$ cat src/rtl/bcs_pkg.sv
package bcs_pkg;

  typedef enum logic [2:0] {
    ST_IDLE = 3'd0,
    ST_T1   = 3'd1,
    ST_T2   = 3'd2,
    ST_T3   = 3'd3,
    ST_TW   = 3'd4,
    ST_T4   = 3'd5
  } busState_e;

  // strobes from control to datapath
  typedef struct packed {
    logic latchReq;   // capture the incoming request
    logic captureRd;  // sample the bus into the read register
    logic driveAddr;  // put the latched address on the shared lines
    logic driveData;  // put the latched write data on the shared lines
  } dpStrobe_t;

endpackage

$ cat src/rtl/bcs_ctrl.sv
module bcs_ctrl
  import bcs_pkg::*;
(
  input  logic      clk,
  input  logic      rstN,
  input  logic      reqValid,
  input  logic      ready,
  input  logic      curWrite,
  output dpStrobe_t strb,
  output logic      reqAccept,
  output logic      cycleActive,
  output logic      ale,
  output logic      rdN,
  output logic      wrN,
  output logic      den,
  output logic      rspDone
);

  busState_e state, stateNext;
  logic strobePhase;

  always_ff @(posedge clk or negedge rstN) begin
    if (!rstN) state <= ST_IDLE;
    else       state <= stateNext;
  end

  always_comb begin
    stateNext = state;
    case (state)
      ST_IDLE: if (reqValid) stateNext = ST_T1;
      ST_T1:   stateNext = ST_T2;
      ST_T2:   stateNext = ready ? ST_T3 : ST_TW;
      ST_TW:   stateNext = ready ? ST_T3 : ST_TW;
      ST_T3:   stateNext = ST_T4;
      ST_T4:   stateNext = reqValid ? ST_T1 : ST_IDLE;
      default: stateNext = ST_IDLE;
    endcase
  end

  assign reqAccept   = (state == ST_IDLE) || (state == ST_T4);
  assign cycleActive = (state != ST_IDLE);
  assign strobePhase = (state == ST_T2) || (state == ST_T3) || (state == ST_TW);

  always_comb begin
    strb.latchReq  = reqAccept && reqValid;
    strb.captureRd = (state == ST_T3) && !curWrite;
    strb.driveAddr = (state == ST_T1);
    strb.driveData = curWrite && (strobePhase || (state == ST_T4));
  end

  assign ale     = (state == ST_T1);
  assign den     = strobePhase;
  assign rdN     = !(strobePhase && !curWrite);
  assign wrN     = !(strobePhase && curWrite);
  assign rspDone = (state == ST_T4);

  AST_T1_TO_T2: assert property (@(posedge clk) disable iff (!rstN)
    (state == ST_T1) |=> (state == ST_T2));
  AST_T3_TO_T4: assert property (@(posedge clk) disable iff (!rstN)
    (state == ST_T3) |=> (state == ST_T4));
  AST_WAIT_ON_LOW: assert property (@(posedge clk) disable iff (!rstN)
    (strobePhase && (state != ST_T3) && !ready) |=> (state == ST_TW));
  AST_ADVANCE_ON_HIGH: assert property (@(posedge clk) disable iff (!rstN)
    (strobePhase && (state != ST_T3) && ready) |=> (state == ST_T3));
  AST_DONE_SINGLE: assert property (@(posedge clk) disable iff (!rstN)
    rspDone |=> !rspDone);

endmodule

$ cat src/rtl/bcs_datapath.sv
module bcs_datapath
  import bcs_pkg::*;
#(
  parameter int ADDR_W   = 20,
  parameter int DATA_W   = 16,
  parameter bit MEM_HIGH = 1'b1
) (
  input  logic              clk,
  input  logic              rstN,
  input  dpStrobe_t         strb,
  input  logic              cycleActive,
  input  logic [ADDR_W-1:0] reqAddr,
  input  logic              reqIsIo,
  input  logic              reqWrite,
  input  logic [DATA_W-1:0] reqWdata,
  input  logic [DATA_W-1:0] adIn,
  output logic              curWrite,
  output logic [ADDR_W-1:0] adOut,
  output logic              mio,
  output logic              dtR,
  output logic [DATA_W-1:0] rspData
);

  logic [ADDR_W-1:0] addrQ;
  logic [DATA_W-1:0] wdataQ;
  logic              isIoQ;
  logic [ADDR_W-1:0] wdataWide;

  always_ff @(posedge clk or negedge rstN) begin
    if (!rstN) begin
      addrQ    <= '0;
      wdataQ   <= '0;
      isIoQ    <= 1'b0;
      curWrite <= 1'b0;
    end else if (strb.latchReq) begin
      addrQ    <= reqAddr;
      wdataQ   <= reqWdata;
      isIoQ    <= reqIsIo;
      curWrite <= reqWrite;
    end
  end

  always_ff @(posedge clk or negedge rstN) begin
    if (!rstN)               rspData <= '0;
    else if (strb.captureRd) rspData <= adIn;
  end

  always_comb begin
    wdataWide = '0;
    wdataWide[DATA_W-1:0] = wdataQ;
  end

  always_comb begin
    if (strb.driveAddr)      adOut = addrQ;
    else if (strb.driveData) adOut = wdataWide;
    else                     adOut = '0;
  end

  assign mio = MEM_HIGH ? !isIoQ : isIoQ;
  assign dtR = cycleActive && curWrite;

  AST_RDATA_HOLD: assert property (@(posedge clk) disable iff (!rstN)
    !strb.captureRd |=> $stable(rspData));
  AST_REQ_HOLD: assert property (@(posedge clk) disable iff (!rstN)
    !strb.latchReq |=> ($stable(addrQ) && $stable(curWrite)));

endmodule

$ cat src/rtl/bus_cycle_seq.sv
module bus_cycle_seq
  import bcs_pkg::*;
#(
  parameter int ADDR_W   = 20,
  parameter int DATA_W   = 16,
  parameter bit MEM_HIGH = 1'b1
) (
  input  logic              clk,
  input  logic              rstN,
  input  logic              reqValid,
  output logic              reqAccept,
  input  logic [ADDR_W-1:0] reqAddr,
  input  logic              reqIsIo,
  input  logic              reqWrite,
  input  logic [DATA_W-1:0] reqWdata,
  input  logic              ready,
  output logic              ale,
  output logic              rdN,
  output logic              wrN,
  output logic              den,
  output logic              dtR,
  output logic              mio,
  output logic [ADDR_W-1:0] adOut,
  output logic              adOe,
  input  logic [DATA_W-1:0] adIn,
  output logic              rspDone,
  output logic [DATA_W-1:0] rspData
);

  dpStrobe_t strb;
  logic      curWrite;
  logic      cycleActive;

  bcs_ctrl uCtrl (
    .clk        (clk),
    .rstN       (rstN),
    .reqValid   (reqValid),
    .ready      (ready),
    .curWrite   (curWrite),
    .strb       (strb),
    .reqAccept  (reqAccept),
    .cycleActive(cycleActive),
    .ale        (ale),
    .rdN        (rdN),
    .wrN        (wrN),
    .den        (den),
    .rspDone    (rspDone)
  );

  bcs_datapath #(
    .ADDR_W  (ADDR_W),
    .DATA_W  (DATA_W),
    .MEM_HIGH(MEM_HIGH)
  ) uDp (
    .clk        (clk),
    .rstN       (rstN),
    .strb       (strb),
    .cycleActive(cycleActive),
    .reqAddr    (reqAddr),
    .reqIsIo    (reqIsIo),
    .reqWrite   (reqWrite),
    .reqWdata   (reqWdata),
    .adIn       (adIn),
    .curWrite   (curWrite),
    .adOut      (adOut),
    .mio        (mio),
    .dtR        (dtR),
    .rspData    (rspData)
  );

  assign adOe = strb.driveAddr || strb.driveData;

  AST_STROBE_EXCL: assert property (@(posedge clk) disable iff (!rstN)
    !(!rdN && !wrN));
  AST_READ_RELEASE: assert property (@(posedge clk) disable iff (!rstN)
    !rdN |-> !adOe);
  AST_ALE_SINGLE: assert property (@(posedge clk) disable iff (!rstN)
    ale |=> !ale);
  AST_IDLE_QUIET: assert property (@(posedge clk) disable iff (!rstN)
    rspDone |-> (rdN && wrN && !den && !ale));

endmodule

$ cat config.mk
export PLATFORM = sky130hd
export DESIGN_NAME = bus_cycle_seq
export DESIGN_NICKNAME = d
export VERILOG_FILES = /design/src/rtl/bcs_pkg.sv /design/src/rtl/bcs_ctrl.sv /design/src/rtl/bcs_datapath.sv /design/src/rtl/bus_cycle_seq.sv
export SDC_FILE = /design/constraint.sdc
export NUM_CORES = 1
export LEC_CHECK = 0
export BUFFER_PORTS_ARGS = -buffer_cell sky130_fd_sc_hd__buf_2
export CAP_MARGIN = 25
export CORE_MARGIN = 3
export CORE_UTILIZATION = 45
export CTS_BUF_LIST = sky130_fd_sc_hd__clkbuf_2 sky130_fd_sc_hd__clkbuf_4 sky130_fd_sc_hd__clkbuf_8
export DETAILED_ROUTE_END_ITERATION = 10
export PLACE_DENSITY = 0.78
export SLEW_MARGIN = 20
export SYNTH_ARGS = -nofsm -noshare
export SYNTH_HDL_FRONTEND = slang
export SYNTH_SLANG_ARGS = --single-unit
$ cat constraint.sdc
create_clock -name clk -period 1.5 [get_ports clk]
set_input_delay 0.075 -clock clk [delete_from_list [all_inputs] [get_ports clk]]
set_output_delay 0.075 -clock clk [all_outputs]
set_load 0.02 [all_outputs]
==> metrics.cfg, run 1 <==
[outcome]
status = finished with violations
violations = negative setup slack

[grt]
antenna_found_initial = 0
grtUsageTotal = 0.2501
grt_start_max_net_pins = 58
grt_overflow = 0
grt_pass1_vias = 2355
grt_pass1_wl_mm = 12.16

[timing]
fin_crit_sh = 1.198
relSlewSlack = 0.7952
min_period_ns = 1.797
setup_viol = 79
rsz0062_at_grt = yes
hold_viol_final = 0
max_freq_mhz = 556.4
layout_setup_ws_ns = -0.2972
worst_slew_pin_slew_ns = 0.3072
fin_setup_tns_ns = -14.75
final.setup_skew_ns = 0.01477
whs_ns = 0.02623
finalMaxSlewViolations = 0

[synth]
yosysTopAreaCellShare = 0.5545
synth_top_family_by_area = multiplexers
yosysMostFrequentCell = dfrtp_1
ys_async_sr_fraction = 1.000
synth_simple_gate_area_share = 0.05545
yosysWarnings = 0
syn_avg_cell_area_sq_um = 15.31
synth_compound_area_frac = 0.06858
yosys-top-cells-count = dfrtp_1 (57), mux2_2 (34), mux2_4 (20)
synth_edf_count = 0
synth_seq_area_share = 0.5545
synth_cells = 168
yosysTopAreaCell = dfrtp_1
synth_nets = 226
ys_ff_latch = 57
synth_adder_area_share = 0
muxShareOfSynthArea = 0.2695
synth_ff_type = dfrtp_1
synth.area.top_cells = dfrtp_1 (55%), mux2_2 (15%), mux2_4 (12%), a22o_1 (5.4%), buf_12 (1.6%)
synth-xor-area-share = 0.006809
ys_types = 30
netlist_area_sq_um = 2572

[power_and_ir_drop]
vdd_drop_max_uv = 1517
p_leak_nw = 2.203
p_total_mw = 10.99
cellPowerDensity_nw_per_um2 = 2445

[placement]
place_inst = 343
dp_hpwl_mm = 4.281
pre_cts_ws_ns = -0.1041
gp_congestion = 0.7565
postPlaceCellArea_sq_um = 3268
port_buffers = 102

[worst_hold_path]
min_to = uCtrl.state[2]
whs_path_depth = 2
hold_class = input pin to flop
hp-start = ready

[drt]
drcViolationCount = 0
vias_per_cell = 5.075
drt_first_pass_iters = 4
ant_nets = 0
finalWirelength_mm = 8.262
drt_iter0_drc = 91
vias = 2167
routedWlPerCell_microns = 19.35

[clocking]
clock_latency_ns = 0.33
clkSlewWorstSetupHoldPaths_ns = 0.06
numCtsBuffers = 9
clockBufferDepth = 2
clock_sinks = 57
cts_tree = built
cts_max_level = 3
root_buffer = clkbuf_8

[floorplan]
core_sq_um = 5303
design.die.area_sq_um = 6660
io_pins = 103
rows = 26
start_util = 0.4851
die_x_microns = 81.61
die_y_microns = 81.61

[setup_path]
critPathKind = flop to flop
worstReg2RegStart = uCtrl.state[2]
cp-start-kind = flop
crit_fanout = 6
critical_path.slowest_cell = dfrtp_2
end_kind = flop
r2r_slack_ns = -0.30
arrival_ns = 2.00
cp.required_ns = 1.70
reg2reg_depth = 7
crit_chain = buf_6 -> xor2_4 -> nor3b_4 -> buf_6 -> buf_12 -> buf_16 -> mux2_4
cp_top_family = buffers and inverters
crit_path_max_incr_delay_ns = 0.44
crit_start = uCtrl.state[2]
path_buf_inv = 4
crit_top_cell = buf_6
r2r_end = uDp.addrQ[0]

[finish]
nets = 411
syn2layout_area_growth_pct = 74.66
antenna_cells = 0
instances_no_fill = 427
final_cell_area_sq_um = 4493
final_util = 0.8473
drive_above_1_share = 0.6050

[job]
cap_violations = 0

[power breakdown]
group,internal (mW),switching [mW]
Combinational,3.71,2.92
Clock,0.862,0.602
Sequential,2.35,0.554
[registers in the layout, indices dropped and copies added, names as in the netlist]
| signal | count |
|---|---|
| uDp.addrQ | 20 |
| uDp.rspData | 16 |
| uDp.isIoQ | 1 |
| uDp.wdataQ | 16 |
| uDp.curWrite | 1 |
| uCtrl.state | 3 |
[layout make-up]
type	count	area, sq um
timing repair buffer	185	1569
sequential	57	1429
multi-input combinational	97	1195
fill	242	809.5
clock buffer	12	158.9
tap	70	87.58
clock inverter	3	40.04
inverter	3	13.76
[how the worst max path moves through the flow]
stage	to	slack, ns	cells after the start
finish	uDp.addrQ[0]	-0.30	7
global route	adOut[2]	-0.36	5
CTS	adOut[14]	-0.26	6
detailed placement	uDp.wdataQ[11]	-0.10	4
global placement	uDp.wdataQ[9]	-0.08	4
floorplan	uDp.addrQ[0]	-0.07	6
[kinds of logic (layout without fill, tap and decap cells)]
kind of cell | count (synthesis) | count (layout)
compound gates | 21 | 21
mux | 55 | 55
flops | 57 | 57
buf+inv | 14 | 203
simple gates | 19 | 19
xor+xnor | 2 | 2
[what timing repair did]
action | 4_1_cts | 5_1_grt
buffers inserted | 11 | 2
endpoints found under the hold margin | 110 | 1
gates cloned | 4 | 0
setup endpoints to repair | 79 | 82
hold buffers | 54 | 1
pin swaps | 4 | 6
resized for setup | 53 | 46
[layout by cell type, fill, tap and decap left out, types with 3 or more instances in the layout]
cell	Yosys	routed
buf_2	4	75
a22o_1	16	16
mux2_2	34	7
mux2_4	20	47
buf_12	2	5
dfrtp_1	57	55
dlygate4sd3_1	0	55
buf_6	2	30
clkbuf_8	0	11
buf_4	3	16
and2_4	0	3
[layer usage]
layer	wire, microns	global-route usage	share of wire	up-vias
li1	-	-	-	971
met3	277	0.06140	0.034	16
met5	0	0	0	-
met2	4486	0.4275	0.54	74
met4	195	0.09468	0.024	0
met1	3303	0.3058	0.40	1106
Power figures use the tool's default switching activity.
==> inputs of run 2 (changes only) <==
- BUFFER_PORTS_ARGS: -buffer_cell sky130_fd_sc_hd__buf_2 -> not set
- CORE_UTILIZATION: 45 -> 59
- DONT_BUFFER_PORTS: not set -> 1
==> run 2 against run 1 <==
The flow now stops in global routing (5_1_grt). Area after synthesis unchanged. Synthesized cell count stayed put.
==> metrics.cfg, run 2 <==
[outcome]
status = did not finish
haltStage = global routing (5_1_grt)
tool.error = [ERROR DPL-0038] Utilization greater than 100%, impossible to legalize

[floorplan]
rows = 23  ; -12%
io_pins = 103  ; unchanged
die_y_microns = 72.03  ; -12%
start_util = 0.6251  ; +0.1400
die_x_microns = 72.03  ; -12%

[synth]
synth_nets = 226  ; unchanged
synth_ff_type = dfrtp_1
yosysTopAreaCellShare = 0.5545  ; unchanged
netlist_area_sq_um = 2572  ; unchanged
syn_avg_cell_area_sq_um = 15.31  ; unchanged
synth_seq_area_share = 0.5545  ; unchanged
yosysWarnings = 0  ; unchanged
yosysMostFrequentCell = dfrtp_1
synth.area.top_cells = dfrtp_1 (55%), mux2_2 (15%), mux2_4 (12%), a22o_1 (5.4%), buf_12 (1.6%)
ys_types = 30  ; unchanged
synth_edf_count = 0  ; unchanged
yosys-top-cells-count = dfrtp_1 (57), mux2_2 (34), mux2_4 (20)
ys_ff_latch = 57  ; unchanged
ys_async_sr_fraction = 1.000  ; unchanged
synth_cells = 168  ; unchanged
yosysTopAreaCell = dfrtp_1

[timing]
crit_endpoint = adOut[16]
worst-ep-kind = output port

[clocking]
root_buffer = clkbuf_8
cts_max_level = 3  ; unchanged
clock_sinks = 57  ; unchanged
numCtsBuffers = 9  ; unchanged
clockBufferDepth = 2  ; unchanged

[grt]
grt_start_max_net_pins = 58

[placement]
port_buffers = 0  ; -100%
pre_cts_ws_ns = -0.1144  ; -0.01034 ns
gp_congestion = 0.8349  ; +10%
dp_hpwl_mm = 3.933  ; -8.1%

## run 2: cell counts after synthesis
No cell type changed its count.
## run 2: timing repair
item                                    CTS
endpoints found under the hold margin   113
endpoints found under the setup margin   79
cloned                                    3
buffers inserted                          7
resized for setup                        69
hold buffers                             56
pin swaps                                11
## run 2: metrics by stage
step | instances | area, sq um | hold slack [ns] | utilization | setup TNS, ns
detailed placement | 222 | 2734 | -0.2194 | 0.6643 | -4.463
global placement | 222 | 2734 | -0.2193 | 0.6643 | -3.668
floorplan | 168 | 2618 | -0.2206 | - | -1.646
CTS | 304 | 3890 | -0.1076 | 0.9453 | -13.86
## run 2: cell families after synthesis
kind of cell              after synthesis  share of synthesized area
AOI/OAI and AO/OA                      21                    0.06858
xor gates and xnor gates                2                   0.006811
buffers and inverters                  14                    0.04523
DFF                                    57                     0.5545
muxes                                  55                     0.2695
and+or+nand+nor                        19                    0.05545
==> inputs of run 3 (changes only) <==
- CORE_UTILIZATION: 59 -> 40
- CTS_BUF_LIST: sky130_fd_sc_hd__clkbuf_2 sky130_fd_sc_hd__clkbuf_4 sky130_fd_sc_hd__clkbuf_8 -> not set
- PLACE_DENSITY: 0.78 -> not set
- PLACE_DENSITY_LB_ADDON: not set -> 0.15
- clock period: 1.5 -> 2 ns (I/O delays scaled with it)
==> run 3 against run 2 <==
The run now ends clean.
==> metrics.cfg, run 3 (synthesis gave the netlist of run 1 again) <==
[drt]
drcViolationCount = 0
drt_first_pass_iters = 4
ant_nets = 0
vias = 1597
finalWirelength_mm = 5.451
drt_iter0_drc = 87
vias_per_cell = 5.119
routedWlPerCell_microns = 17.47

[power_and_ir_drop]
cellPowerDensity_nw_per_um2 = 1776
p_leak_nw = 1.513
vdd_drop_max_uv = 976.0
p_total_mw = 6.101

[outcome]
status = complete, no violations

[setup_path]
crit_end = wrN
critical_path.slowest_cell = dfrtp_1
crit_path_max_incr_delay_ns = 0.55
cp-start-kind = flop
crit_top_cell = nand2_1
r2r_end = uDp.wdataQ[15]
r2r_slack_ns = 0.22
crit_chain = or3b_2 -> nand2_1 -> nand2_1
worstReg2RegStart = uCtrl.state[2]
crit_fanout = 9
critPathKind = flop to output port
cp.required_ns = 1.90
reg2reg_depth = 4
end_kind = output port
arrival_ns = 1.84
crit_start = uCtrl.state[2]

[finish]
drive_above_1_share = 0.3502
instances_no_fill = 312
antenna_cells = 0
final_cell_area_sq_um = 3436
largest_register_ffs = 20
layout_common_cells = dlygate4sd3_1 (56), dfrtp_1 (56), mux2_2 (34), mux2_4 (20), a22o_1 (16)
syn2layout_area_growth_pct = 33.56
nets = 290
top_regs = uDp.addrQ: 20 flops, uDp.rspData: 16 flops, uDp.wdataQ: 16 flops
top_register = uDp.addrQ

[timing]
final.setup_skew_ns = 0.004593
relSlewSlack = 0.7262
setup_viol = 0
worst_slew_pin_slew_ns = 0.4092
hold_viol_final = 0
finalMaxSlewViolations = 0
fin_setup_tns_ns = 0
layout_setup_ws_ns = 0.06276
rsz0062_at_grt = no
max_freq_mhz = 516.2
min_period_ns = 1.937
fin_crit_sh = 0.9686

[clocking]
clockBufferDepth = 2  ; unchanged
cts_tree = built
numCtsBuffers = 9  ; unchanged
clkSlewWorstSetupHoldPaths_ns = 0.06
clock_sinks = 57  ; unchanged
root_buffer = clkbuf_8
cts_max_level = 3  ; unchanged
clock_latency_ns = 0.33
post_cts_buffers = 0  ; -7

[grt]
grt_start_max_net_pins = 58
grt_pass1_wl_mm = 8.549
grt_overflow = 0
grt_pass1_vias = 1764
grtUsageTotal = 0.1503
antenna_found_initial = 0

[floorplan]
start_util = 0.4244  ; -0.2007
rows = 28  ; +22%
die_x_microns = 86.20  ; +20%
core_sq_um = 6061
die_y_microns = 86.20  ; +20%
design.die.area_sq_um = 7430
io_pins = 103  ; unchanged

[placement]
port_buffers = 0  ; unchanged
place_inst = 239  ; +7.7%
gp_congestion = 0.7409  ; -11%
postPlaceCellArea_sq_um = 2639  ; -3.5%
dp_hpwl_mm = 3.509  ; -11%
pre_cts_ws_ns = 0.2291  ; +0.3436 ns

[worst_hold_path]
hold_class = input pin to flop

[job]
cap_violations = 0

## run 3: critical path: cells and delay by family, from the launching register on
kind / cells / cell delay (ns)
flops: 1 / 0.55
simple gates: 3 / 0.95
## run 3: worst min-delay path by stage
stage | depth (start not counted) | slack, ns | end | startpoint
after floorplan | 0 | -0.20 | uCtrl.state[0] | rstN
after global placement | 0 | -0.19 | uDp.rspData[0] | rstN
after detailed placement | 0 | -0.19 | uDp.rspData[0] | rstN
after CTS | 2 | 0.06 | uCtrl.state[2] | ready
after global routing | 2 | 0.08 | uCtrl.state[2] | ready
final | 2 | 0.08 | uCtrl.state[2] | ready
## run 3: metal layers
layer | vias up | wire length [microns] | GRT usage | share of wire
li1 | 728 | - | - | -
met2 | 75 | 2866 | 0.2614 | 0.53
met1 | 790 | 2154 | 0.1638 | 0.40
met4 | 0 | 42 | 0.06091 | 0.0077
met3 | 4 | 387 | 0.05894 | 0.071
met5 | - | 0 | 0 | 0
## run 3: cell type report
| type | instances | area, sq um |
|---|---|---|
| sequential | 57 | 1428 |
| timing repair buffer | 64 | 653.1 |
| tap | 75 | 93.84 |
| clock inverter | 2 | 35.03 |
| clock buffer | 14 | 172.7 |
| inverter | 3 | 11.26 |
| multi-input combinational | 97 | 1042 |
| fill | 475 | 2625 |
## run 3: power breakdown
| part | switching (mW) | leakage [nW] | internal [mW] |
|---|---|---|---|
| sequential | 0.624 | 0.676 | 1.76 |
| combinational | 1.30 | 0.730 | 1.31 |
| clock | 0.435 | 0.107 | 0.677 |
## run 3: timing repair
item	in CTS	in global routing
hold endpoints to repair	113	0
hold buffers	57	0
gates resized for setup	0	1
setup endpoints to repair	0	19
## run 3: metrics by stage
| stage | hold WS [ns] | util |
|---|---|---|
| 2_1_floorplan | -0.1956 | - |
| 3_3_place_gp | -0.1941 | 0.4354 |
| 3_5_place_dp | -0.1944 | 0.4354 |
| 4_1_cts | 0.05996 | 0.5667 |
| 5_1_grt | 0.07582 | 0.5669 |
| 6_report | 0.08085 | 0.5669 |
